**config.mk**
```make
export PLATFORM = sky130hd
export DESIGN_NAME = pipe_array_mult
export DESIGN_NICKNAME = d
export VERILOG_FILES = /design/src/rtl/mult_pkg.sv /design/src/rtl/mult_pp_cell.sv /design/src/rtl/mult_array_row.sv /design/src/rtl/pipe_array_mult.sv
export SDC_FILE = /design/constraint.sdc
export NUM_CORES = 1
export LEC_CHECK = 0
export ABC_AREA = 1
export BUFFER_PORTS_ARGS = -buffer_cell sky130_fd_sc_hd__buf_2
export CORE_MARGIN = 2
export CORE_UTILIZATION = 25
export CTS_CLUSTER_SIZE = 20
export DETAILED_ROUTE_END_ITERATION = 12
export SYNTH_ARGS = -nofsm -noshare
export SYNTH_HDL_FRONTEND = slang
export SYNTH_HIERARCHICAL = 1
export SYNTH_SLANG_ARGS = --single-unit
```
**constraint.sdc**
```tcl
create_clock -name clk -period 3.75 [get_ports clk]
set_input_delay 0.1875 -clock clk [delete_from_list [all_inputs] [get_ports clk]]
set_output_delay 0.1875 -clock clk [all_outputs]
set_load 0.01 [all_outputs]
```
**src/rtl/mult_pkg.sv**
```systemverilog
// Package: shared helpers for the pipelined array multiplier.
// Assumes: nothing; pure functions only.
package mult_pkg;

    // One-bit full adder; returns {carry, sum}.
    function automatic logic [1:0] full_add(input logic x, input logic y, input logic z);
        return {(x & y) | (x & z) | (y & z), x ^ y ^ z};
    endfunction

endpackage

```
**src/rtl/mult_pp_cell.sv**
```systemverilog
// Module: one array cell. ANDs a multiplicand bit with a multiplier bit and
// adds the result to an incoming partial-sum bit and carry.
// Assumes: purely combinational; registering is done by the enclosing row.
module mult_pp_cell
    import mult_pkg::*;
(
    input  logic a_bit,
    input  logic x_bit,
    input  logic s_in,
    input  logic c_in,
    output logic s_out,
    output logic c_out
);

    // Partial-product bit added through a full adder.
    assign {c_out, s_out} = full_add(a_bit & x_bit, s_in, c_in);

endmodule

```
**src/rtl/mult_array_row.sv**
```systemverilog
// Module: one pipelined row of the array, handling multiplier bit ROW.
// Adds (a AND b[ROW]) to the upper running-sum bits, settles product bit ROW,
// and registers everything the later rows need.
// Assumes: acc_i holds the running sum divided by 2^ROW; operand and settled
// bits arrive aligned with acc_i. Only the valid flag is reset.
module mult_array_row #(
    parameter int WIDTH = 5,
    parameter int ROW   = 0
) (
    input  logic             clk,
    input  logic             rst_n,
    input  logic             vld_i,
    input  logic [WIDTH-1:0] a_i,
    input  logic [WIDTH-1:0] b_i,
    input  logic [WIDTH-1:0] acc_i,
    input  logic [WIDTH-1:0] done_i,
    output logic             vld_o,
    output logic [WIDTH-1:0] a_o,
    output logic [WIDTH-1:0] b_o,
    output logic [WIDTH-1:0] acc_o,
    output logic [WIDTH-1:0] done_o
);

    logic [WIDTH:0]   carry;
    logic [WIDTH-1:0] sum;

    assign carry[0] = 1'b0;

    // Ripple chain of WIDTH cells across the row.
    for (genvar m = 0; m < WIDTH; m++) begin : g_cell
        mult_pp_cell u_cell (
            .a_bit (a_i[m]),
            .x_bit (b_i[ROW]),
            .s_in  (acc_i[m]),
            .c_in  (carry[m]),
            .s_out (sum[m]),
            .c_out (carry[m+1])
        );
    end

    // Valid flag: cleared by reset, otherwise follows the row input.
    always_ff @(posedge clk) begin
        if (!rst_n) vld_o <= 1'b0;
        else        vld_o <= vld_i;
    end

    // Data stage: shift sum down, settle bit ROW, forward operands.
    always_ff @(posedge clk) begin
        a_o         <= a_i;
        b_o         <= b_i;
        acc_o       <= {carry[WIDTH], sum[WIDTH-1:1]};
        done_o      <= done_i;
        done_o[ROW] <= sum[0];
    end

endmodule

```
**src/rtl/pipe_array_mult.sv**
```systemverilog
// Module: top of the pipelined unsigned array multiplier.
// Chains WIDTH registered rows; accepts one pair per clock, with a fixed
// latency of WIDTH edges.
// Assumes: no backpressure; the downstream side takes each result when
// out_vld is high.
module pipe_array_mult #(
    parameter int WIDTH = 5
) (
    input  logic               clk,
    input  logic               rst_n,
    input  logic               in_vld,
    input  logic [WIDTH-1:0]   op_a,
    input  logic [WIDTH-1:0]   op_b,
    output logic               out_vld,
    output logic [2*WIDTH-1:0] product
);

    localparam int STAGES = WIDTH;

    logic             vld_p  [0:STAGES];
    logic [WIDTH-1:0] a_p    [0:STAGES];
    logic [WIDTH-1:0] b_p    [0:STAGES];
    logic [WIDTH-1:0] acc_p  [0:STAGES];
    logic [WIDTH-1:0] done_p [0:STAGES];

    // Pipeline entry: operands in, empty running sum.
    assign vld_p[0]  = in_vld;
    assign a_p[0]    = op_a;
    assign b_p[0]    = op_b;
    assign acc_p[0]  = '0;
    assign done_p[0] = '0;

    // One registered row per multiplier bit.
    for (genvar r = 0; r < STAGES; r++) begin : g_row
        mult_array_row #(.WIDTH(WIDTH), .ROW(r)) u_row (
            .clk    (clk),
            .rst_n  (rst_n),
            .vld_i  (vld_p[r]),
            .a_i    (a_p[r]),
            .b_i    (b_p[r]),
            .acc_i  (acc_p[r]),
            .done_i (done_p[r]),
            .vld_o  (vld_p[r+1]),
            .a_o    (a_p[r+1]),
            .b_o    (b_p[r+1]),
            .acc_o  (acc_p[r+1]),
            .done_o (done_p[r+1])
        );
    end

    // Result: upper bits from the final running sum, lower from settled bits.
    assign out_vld = vld_p[STAGES];
    assign product = {acc_p[STAGES], done_p[STAGES]};

endmodule

```
==> run summary <==
STATUS
--------------------------------------------------------------------------------
Outcome                                                             finished clean

POWER
--------------------------------------------------------------------------------
P_leak                                                                   1.64 nW
Design internal power                                                  0.00148 W
Share of total power in the clock network                                  29.9%
Share of total power in sequential cells                                   50.7%
Switching share of total power                                             26.6%
Largest vdd supply drop                                               0.000169 V
Logic pwr share                                                            19.4%
Reported net switching power                                          0.000535 W
Total power per unit cell area                                        647 nW/µm²

PLACEMENT
--------------------------------------------------------------------------------
GP Congestion                                                              0.760
Number of placed cells counting well taps                                    401
Port buffer count                                                             23
Final HPWL DP                                                            2280 µm

FINISH
--------------------------------------------------------------------------------
Number of antenna cells inserted                                               0
Post-layout nets                                                             326
Non-filler cells, final                                                      425
Post-route core utilization                                                31.7%
Share of post-route cells with drive strength above 1                      12.3%
Synth-to-Final Area Change                                                 22.9%

CRITICAL PATH
--------------------------------------------------------------------------------
Highest net fanout along the worst path                                        5
Arrival time worst endpoint                                              3.30 ns
Setup CP Type                                                            reg2reg
Setup crit start kind                                                  flip-flop
CP Capture Type                                                        flip-flop
CP required                                                              3.99 ns

STA
--------------------------------------------------------------------------------
Final count of hold timing violations                                          0
Max-slew violation count                                                       0
Unrepaired setup endpoints after global routing                               no
Crit path time final                                                     3.06 ns
Setup tns final                                                             0 ns
Clock tree skew after final layout                                    0.00589 ns
Final Setup Violations                                                         0
Peak clock frequency supported by timing                               0.327 GHz
Share of the clock period used by the worst path after layout              81.5%

CLOCK NETWORK
--------------------------------------------------------------------------------
Root cell of the clock tree                                             clkbuf_8
Clock tree from TritonCTS                                                    yes
Clock-pin slew on the worst setup and hold paths                         0.07 ns
Max H-tree Level                                                               3
Cts bufs inserted                                                              9
Sinks on Clock Net                                                            75
Post-CTS sizing                                                                0
Clk_lat worst skew                                                       0.33 ns
Buffers from clock root to sink, at most                                       2

ROUTE
--------------------------------------------------------------------------------
Residual DRC                                                                   0
Metal2 WL                                                                1440 µm
Final ANT Viol Nets                                                            0
Post-route met1 wirelength                                               1220 µm
Met3 Wirelength                                                           182 µm
Routed via count divided by cell count                                      3.17
Count of vias placed by the detailed router                                 1349
First-iteration detailed-routing DRC count                                    14
DR WL/cell                                                               6.96 µm
First-pass iteration count of the detailed router                              2
Total Wirelength                                                         2960 µm
DR top layer                                                                met4

GRT
--------------------------------------------------------------------------------
Number of global-route vias before repair                                   1403
Maximum number of pins on one net before global-route repair                  12
All-Layer GR Usage                                                         6.43%
Leftover overflow at the end of global routing                                 0
Number of antenna violations at the first check in global routing              0
Wire length of the first global-routing pass                             5350 µm

DIE
--------------------------------------------------------------------------------
Die Outline Area                                                       10900 µm²
Floorplan die width                                                       105 µm
Number of top-level pins                                                      24
Standard-cell row count                                                       36
Chip Height                                                               105 µm
Starting density of the core                                               25.8%
CORE AREA                                                               9820 µm²

SYNTHESIS
--------------------------------------------------------------------------------
Avg Cell Area, Syn                                                      10.5 µm²
Synth warn                                                                     6
Post-Syn Area                                                           2530 µm²
Number of instances in the synthesized netlist                               241

RUN
--------------------------------------------------------------------------------
Number of max-cap violations                                                   0

WORST HOLD PATH
--------------------------------------------------------------------------------
Worst hold-check path type                                                in2reg

[repair_timing]
action	in CTS	in global routing
setup buffers	0	0
hold endpoints to repair	9	0
hold buffers	9	0
[flip-flops by register name, indices dropped and copies added (netlist names)]
name,flops
g_row.u_row/a_o,20
g_row.u_row/acc_o,25
g_row.u_row/b_o,10
g_row.u_row/done_o,15
g_row.u_row/vld_o,5
[power groups by stage]
stage | Clock, W | Combinational, W | Sequential [W]
after floorplan | 0 | 0.000258 | 0.00106
after global placement | 0 | 0.000373 | 0.00104
after detailed placement | 0 | 0.000396 | 0.00104
after CTS | 0.000637 | 0.000404 | 0.00102
after global routing | 0.000666 | 0.000480 | 0.00104
final | 0.000602 | 0.000390 | 0.00102
[path summary, 6_finish.rpt]
| check | from | endpoint | slack, ns | depth (start not counted) |
|---|---|---|---|---|
| max | g_row[1].u_row/b_o[2]$_DFF_P_ | g_row[2].u_row/acc_o[3]$_DFF_P_ | 0.69 | 15 |
| min | in_vld | g_row[0].u_row/vld_o$_SDFF_PN0_ | 0.03 | 3 |
| max reg2reg | g_row[1].u_row/b_o[2]$_DFF_P_ | g_row[2].u_row/acc_o[3]$_DFF_P_ | 0.69 | 15 |
| min reg2reg | g_row[3].u_row/done_o[1]$_DFF_P_ | g_row[4].u_row/done_o[1]$_DFF_P_ | 0.32 | 0 |
[worst max-delay path, cell delays in order (launching register included)]
cell and delay, ns:
dfxtp_1 0.39, nand2_1 0.09, fa_1 0.37, inv_1 0.06, inv_1 0.05, fa_1 0.38, inv_1 0.06, inv_1 0.05
fa_1 0.38, inv_1 0.06, inv_1 0.05, fa_1 0.39, inv_1 0.07, inv_1 0.05, fa_1 0.49, inv_1 0.03
[stage by stage]
step	power (W)	hold WS, ns	area, µm²	setup slack [ns]
2_1_floorplan	0.00132	0.215	2550	0.860
3_3_place_gp	0.00141	0.290	2830	0.723
3_5_place_dp	0.00144	0.292	2830	0.667
4_1_cts	0.00206	0.00476	3110	0.659
5_1_grt	0.00218	0.00255	3110	0.454
6_report	0.00201	0.0311	3110	0.692
[cell type report]
type | instances | area [µm²]
clock buffer | 13 | 159
clock inverter | 2 | 35.0
fill | 1072 | 6710
inverter | 105 | 394
multi-input combinational | 65 | 651
sequential | 75 | 1500
tap | 133 | 166
timing repair buffer | 32 | 205
[cells in the final DEF, fill, tap and decap left out]
master / instances
conb_1: 10
buf_2: 23
inv_1: 105
dfxtp_1: 75
nand2_1: 30
clkbuf_8: 11
clkinv_2: 1
bufinv_16: 1
fa_1: 25
clkbuf_1: 2
dlygate4sd3_1: 9
[routing by layer]
| layer | GRT usage [%] | up-vias |
|---|---|---|
| li1 | - | 699 |
| met4 | 5.14 | 0 |
| met2 | 10.7 | 28 |
| met3 | 2.99 | 10 |
| met5 | 0 | - |
| met1 | 6.06 | 612 |
No activity file was read; power rests on OpenSTA's default activity.
